==> src/rtl/mtx_pkg.sv <==
// Shared types for the multiple-register transfer sequencer.
// Assumes: no parameters; only the FSM encoding lives here.
package mtx_pkg;
    typedef enum logic [1:0] {
        ST_IDLE  = 2'd0,
        ST_XFER  = 2'd1,
        ST_WBACK = 2'd2,
        ST_DONE  = 2'd3
    } mtx_state_t;
endpackage

==> src/rtl/mtx_popcnt.sv <==
// Counts the set bits of a vector.
// Assumes: CW is wide enough to hold N.
module mtx_popcnt #(
    parameter int N  = 16,
    parameter int CW = 5
) (
    input  logic [N-1:0]  vec,
    output logic [CW-1:0] cnt
);
    // Sum every bit of the vector into the count.
    always_comb begin
        cnt = '0;
        for (int i = 0; i < N; i++) begin
            cnt = cnt + CW'(vec[i]);
        end
    end
endmodule

==> src/rtl/mtx_pick.sv <==
// Finds the lowest set bit of a vector, as an index and as a one-hot vector.
// Assumes: idx is zero and onehot is all zero when the vector is empty.
module mtx_pick #(
    parameter int N  = 16,
    parameter int IW = 4
) (
    input  logic [N-1:0]  vec,
    output logic [IW-1:0] idx,
    output logic [N-1:0]  onehot
);
    // Scan from the top so that the lowest set bit is the last one assigned.
    always_comb begin
        idx = '0;
        for (int i = N - 1; i >= 0; i--) begin
            if (vec[i]) idx = IW'(i);
        end
    end

    // Isolate the lowest set bit with the two's-complement trick.
    assign onehot = vec & (~vec + N'(1));
endmodule

==> src/rtl/mtx_addr.sv <==
// Computes the first access address and the writeback address of a block
// transfer from the base address, the register count and the direction and
// indexing bits. The lowest register always maps to the lowest address.
// Assumes: STEP is a power of two (bytes per word).
module mtx_addr #(
    parameter int AW   = 32,
    parameter int CW   = 5,
    parameter int STEP = 4
) (
    input  logic [AW-1:0] base,
    input  logic [CW-1:0] count,
    input  logic          up,
    input  logic          pre,
    output logic [AW-1:0] first,
    output logic [AW-1:0] final_addr
);
    localparam int SH = $clog2(STEP);

    logic [AW-1:0] span;
    logic [AW-1:0] low;

    // Byte span covered by the whole transfer.
    assign span = {{(AW-CW){1'b0}}, count} << SH;

    // Lowest address of a downward block.
    assign low = base - span;

    // Choose the first access address and the writeback value.
    always_comb begin
        if (up) begin
            first      = pre ? base + AW'(STEP) : base;
            final_addr = base + span;
        end else begin
            first      = pre ? low : low + AW'(STEP);
            final_addr = low;
        end
    end
endmodule

==> src/rtl/mtx_seq.sv <==
// Multiple-register transfer sequencer. On start it captures the command,
// then walks the mask from the lowest set bit upward, issuing one memory word
// access per register on a request/acknowledge port. Loads write the register
// file in the acknowledging cycle; stores read it combinationally. An optional
// writeback state returns the final address to the base register, and a
// one-cycle done state closes every command.
// Assumes: rf_rd_data follows rf_rd_idx within the same cycle; mem_rdata is
// valid whenever mem_ack is high; base_addr is word aligned.
module mtx_seq #(
    parameter int          AW       = 32,
    parameter int          DW       = 32,
    parameter int          NREG     = 16,
    parameter logic [31:0] PC_FIELD = 32'h03FF_FFFC
) (
    input  logic                    clk,
    input  logic                    rst_n,
    input  logic                    start,
    input  logic [NREG-1:0]         reg_mask,
    input  logic [AW-1:0]           base_addr,
    input  logic [$clog2(NREG)-1:0] base_reg,
    input  logic                    pre_idx,
    input  logic                    up_dir,
    input  logic                    wback,
    input  logic                    is_load,
    input  logic                    full_psr,
    output logic                    busy,
    output logic                    done,
    output logic                    mem_req,
    output logic                    mem_we,
    output logic [AW-1:0]           mem_addr,
    output logic [DW-1:0]           mem_wdata,
    input  logic                    mem_ack,
    input  logic [DW-1:0]           mem_rdata,
    output logic [$clog2(NREG)-1:0] rf_rd_idx,
    input  logic [DW-1:0]           rf_rd_data,
    output logic                    rf_we,
    output logic [$clog2(NREG)-1:0] rf_wr_idx,
    output logic [DW-1:0]           rf_wr_data,
    output logic [DW-1:0]           rf_wr_bits
);
    import mtx_pkg::*;

    localparam int IW   = $clog2(NREG);
    localparam int CW   = $clog2(NREG + 1);
    localparam int STEP = DW / 8;

    mtx_state_t      state;
    logic [NREG-1:0] rem_mask;
    logic [AW-1:0]   cur_addr;
    logic [AW-1:0]   wb_addr;
    logic            lat_load;
    logic            lat_full;
    logic            lat_wb;
    logic [IW-1:0]   lat_breg;

    logic [CW-1:0]   sel_cnt;
    logic [AW-1:0]   first_addr;
    logic [AW-1:0]   final_addr;
    logic [IW-1:0]   pick_idx;
    logic [NREG-1:0] pick_oh;
    logic            last_one;
    logic            in_xfer;

    mtx_popcnt #(.N(NREG), .CW(CW)) u_cnt (
        .vec (reg_mask),
        .cnt (sel_cnt)
    );

    mtx_addr #(.AW(AW), .CW(CW), .STEP(STEP)) u_addr (
        .base       (base_addr),
        .count      (sel_cnt),
        .up         (up_dir),
        .pre        (pre_idx),
        .first      (first_addr),
        .final_addr (final_addr)
    );

    mtx_pick #(.N(NREG), .IW(IW)) u_pick (
        .vec    (rem_mask),
        .idx    (pick_idx),
        .onehot (pick_oh)
    );

    // Flag the final register of the walk.
    assign last_one = (rem_mask == pick_oh);
    assign in_xfer  = (state == ST_XFER);

    // Sequencer state, remaining mask, address pointer and captured command.
    always_ff @(posedge clk) begin
        if (!rst_n) begin
            state    <= ST_IDLE;
            rem_mask <= '0;
            cur_addr <= '0;
            wb_addr  <= '0;
            lat_load <= 1'b0;
            lat_full <= 1'b0;
            lat_wb   <= 1'b0;
            lat_breg <= '0;
        end else begin
            case (state)
                ST_IDLE: begin
                    if (start) begin
                        rem_mask <= reg_mask;
                        cur_addr <= first_addr;
                        wb_addr  <= final_addr;
                        lat_load <= is_load;
                        lat_full <= full_psr;
                        lat_wb   <= wback;
                        lat_breg <= base_reg;
                        state    <= (reg_mask == '0) ? ST_DONE : ST_XFER;
                    end
                end
                ST_XFER: begin
                    if (mem_ack) begin
                        rem_mask <= rem_mask & ~pick_oh;
                        cur_addr <= cur_addr + AW'(STEP);
                        if (last_one) begin
                            state <= lat_wb ? ST_WBACK : ST_DONE;
                        end
                    end
                end
                ST_WBACK: state <= ST_DONE;
                default:  state <= ST_IDLE;
            endcase
        end
    end

    // Status outputs decoded from the state.
    assign busy = in_xfer || (state == ST_WBACK);
    assign done = (state == ST_DONE);

    // Memory port: one word per selected register.
    assign mem_req   = in_xfer;
    assign mem_we    = in_xfer && !lat_load;
    assign mem_addr  = cur_addr;
    assign mem_wdata = rf_rd_data;
    assign rf_rd_idx = pick_idx;

    // Register file write strobe for loaded words and for the writeback.
    always_comb begin
        rf_we      = 1'b0;
        rf_wr_idx  = pick_idx;
        rf_wr_data = mem_rdata;
        rf_wr_bits = '1;
        if (state == ST_WBACK) begin
            rf_we      = 1'b1;
            rf_wr_idx  = lat_breg;
            rf_wr_data = DW'(wb_addr);
        end else if (in_xfer && lat_load && mem_ack) begin
            rf_we = 1'b1;
            if (pick_idx == IW'(NREG - 1) && !lat_full) begin
                rf_wr_bits = DW'(PC_FIELD);
            end
        end
    end
endmodule

==> config.mk <==
export PLATFORM = sky130hd
export DESIGN_NAME = mtx_seq
export DESIGN_NICKNAME = d
export VERILOG_FILES = /design/src/rtl/mtx_pkg.sv /design/src/rtl/mtx_popcnt.sv /design/src/rtl/mtx_pick.sv /design/src/rtl/mtx_addr.sv /design/src/rtl/mtx_seq.sv
export SDC_FILE = /design/constraint.sdc
export NUM_CORES = 1
export LEC_CHECK = 0
export BUFFER_PORTS_ARGS = -buffer_cell sky130_fd_sc_hd__buf_2
export CORE_ASPECT_RATIO = 1.25
export CORE_UTILIZATION = 54
export DETAILED_ROUTE_END_ITERATION = 7
export PLACE_DENSITY = 0.83
export SLEW_MARGIN = 40
export SYNTH_ARGS = -nofsm -noshare
export SYNTH_HDL_FRONTEND = slang
export SYNTH_SLANG_ARGS = --single-unit
==> constraint.sdc <==
create_clock -name clk -period 9.3 [get_ports clk]
set_input_delay 0.93 -clock clk [delete_from_list [all_inputs] [get_ports clk]]
set_output_delay 0.93 -clock clk [all_outputs]
set_load 0.05 [all_outputs]
==> impl_metrics.ini <==
[status]
outcome = complete, no violations

[final_layout]
layout-drive-gt1-share_pct = 20.3
areaGrowthSynthToFinish_pct = 9.82
n_fill_cell = 1494
diodes = 0
finish.utilization_pct = 61.4
nets = 1504

[worst_setup_path]
cp_common_cell = fa_1
crit_buf_inv = 4
timing.rr.start = rem_mask[0]
cp.required_ns = 9.56
critPathKind = input pin to flip-flop
critical_path.max_fanout = 6
cp_top_family = adder cells
cp-start-kind = input pin
cpPeakStageDelay_ns = 0.56
worstPathCellList = buf_2 -> inv_1 -> ha_1 -> inv_1 -> fa_1 -> fa_1 -> fa_1 -> fa_1 -> fa_1 -> fa_1 -> nor2b_1 -> o21a_1 -> inv_1 -> ha_1 -> or4_4 -> nor4_4 -> nor4b_2 -> a21oi_1 -> nor3_1 -> nand3_2 -> nor4_2 -> xnor2_1 -> a2111oi_2
arrival_ns = 7.70
critical_path.startpoint = reg_mask[0]
end_kind = flip-flop
cp_slowest_cell = or4_4

[clock_network]
cts_tree = built
cts_made_buffers = 9
hold_buffers = 0
post_cts_resized = 0
clockBufferDepth = 2
clk_pin_slew_ns = 0.08
cts_sinks = 89
clkLatencyLatePin_ns = 0.36
cts_setup_buffers = 0
root_buffer = clkbuf_16
cts-htree-levels = 3

[yosys]
synth_ff_type = dfxtp_1
syn_area_um2 = 9160
synth_cell_types = 81
synth_area_leader_cell = dfxtp_1
synth_edf_count = 0
synthCells = 1268
async_reset_ff_share_pct = 0
yosysMostFrequentCell = nand2_1
synth_top_area_share_pct = 19.4
ys_ff_latch = 89
avgSynthCellArea_um2 = 7.23
synthTopCellsByCount = nand2_1, nor2_1, dfxtp_1, a21oi_1, buf_4
synth.area.top_cells = dfxtp_1, nand2_1, buf_4
ys_warn_count = 0
ys_seq_area_share_pct = 19.4

[global_route]
grt_overflow_total = 0
grt_pass1_wl_um = 49300
antenna_found_initial = 0
grt_max_degree = 81
grt_pass1_vias = 8983
track_usage_pct = 35.6

[timing]
min_period_ns = 7.44
finalSetupTns_ns = 0
hold_viol = 0
finalCritPeriodShare_pct = 80.0
rsz0062_at_grt = false
worstMarginPinSlew_ns = 0.806
clock_skew_ns = 0.0117
finalSetupViolations = 0
relSlewSlack_pct = 45.9
drv_slew = 0
fmax_mhz = 134

[drt]
drt_iter0_drc = 1107
wl_met1_um = 12500
drc = 0
route.met3.wl_um = 2180
vias_per_cell = 6.29
routed.top_layer = met4
drt-wirelength-per-cell_um = 19.9
drtAntennaViolNets = 0
first_pass_iters = 5
vias = 9830
met2_length_um = 14700
wirelength_um = 31100

[power]
power_density_nw_per_um2 = 330
leakage_nw = 3.98
ir_drop_mv = 0.167

[floorplan]
coreArea_um2 = 16400
fp.dieArea_um2 = 17500
die_w_um = 119
start_util_pct = 55.9
placementRows = 52
io_pins = 266
die_h_um = 148

[placement]
place.gp.congestion = 1.01
post-dp-hpwl_um = 23400
portBuffers = 177

[worst_hold_path]
hold_class = flip-flop to flip-flop
min_from = wb_addr[3]

[job]
maxCapViolations = 0
-- sequential cells by signal (all words and copies together), names as in the netlist --
register and flops:
mem_addr 32, lat_full 1, state 2, lat_wb 1, lat_load 1, wb_addr 32
lat_breg 4, rem_mask 16
-- metrics by stage --
step	hold WS [ns]	std cells	worst slack [ns]	power [mW]	cell area, um^2
after floorplan	0.428	1291	2.27	2.33	9250
after global placement	0.436	1546	1.70	2.83	9680
after detailed placement	0.444	1546	1.57	2.85	9690
after CTS	0.454	1562	1.94	3.28	10000
after global routing	0.481	1563	1.51	3.51	10100
final	0.453	1563	1.86	3.32	10100
-- path summary, 6_finish.rpt --
check,end,slack (ns),cells after the start
worst max register to register,state[1],5.79,7
worst max-delay path,mem_addr[31],1.86,23
worst min-delay path,wb_addr[3],0.45,2
worst min register to register,wb_addr[3],0.45,2
-- metal layers --
layer,up-vias,track usage [%]
met4,0,20.1
met1,4557,44.0
met2,560,59.9
li1,4602,-
met5,-,0
met3,111,4.36
-- area by class of cell --
class / instances / area (um^2) / share of cell area (%)
timing repair buffer: 187 / 973 / 9.67
tap: 216 / 270 / 2.69
sequential: 89 / 1780 / 17.7
clock buffer: 9 / 225 / 2.24
multi-input combinational: 1002 / 6500 / 64.6
clock inverter: 7 / 111 / 1.11
inverter: 53 / 199 / 1.98
-- power breakdown --
part	switching (mW)	internal [mW]	leakage, nW
Clock	0.181	0.242	0.164
Sequential	0.126	0.496	0.732
Combinational	1.59	0.677	3.08
-- worst register-to-register path: stages, from the launching register on --
cell and delay (ns):
dfxtp_1 0.41, nor4_1 0.61, nand3_1 0.37, or4_1 0.52
maj3_1 0.37, nor4b_1 0.41, o21ai_0 0.28, o41ai_1 0.43
-- cell families (layout without fill, tap and decap cells) --
| logic type | count (synthesis) | in the layout | share of synthesized area (%) |
|---|---|---|---|
| XOR/XNOR | 90 | 90 | 8.68 |
| AND/OR/NAND/NOR | 508 | 508 | 27.6 |
| other | 1 | 24 | 0.0409 |
| multiplexers | 45 | 45 | 5.54 |
| flip-flops | 89 | 89 | 19.4 |
| adder cells (fa/ha/maj) | 40 | 40 | 6.36 |
| buffers and inverters | 200 | 256 | 10.9 |
| AO/OA/AOI/OAI | 295 | 295 | 21.4 |
-- cell usage in the layout (no fill, tap or decap), types with 10 or more instances in the layout --
master and n:
a211oi_1 22, a21oi_1 84, a22oi_1 20, and3_1 11
buf_2 177, conb_1 24, dfxtp_1 89, fa_1 12
ha_1 23, inv_1 51, mux2_2 36, nand2_1 155
nand2b_1 12, nand3_1 58, nand4_1 24, nor2_1 106
nor3_1 51, nor4_1 22, o21ai_0 56, o21bai_1 10
o31ai_1 10, or3_1 10, xnor2_1 54, xor2_1 35
(Power assumes the default switching activity.)
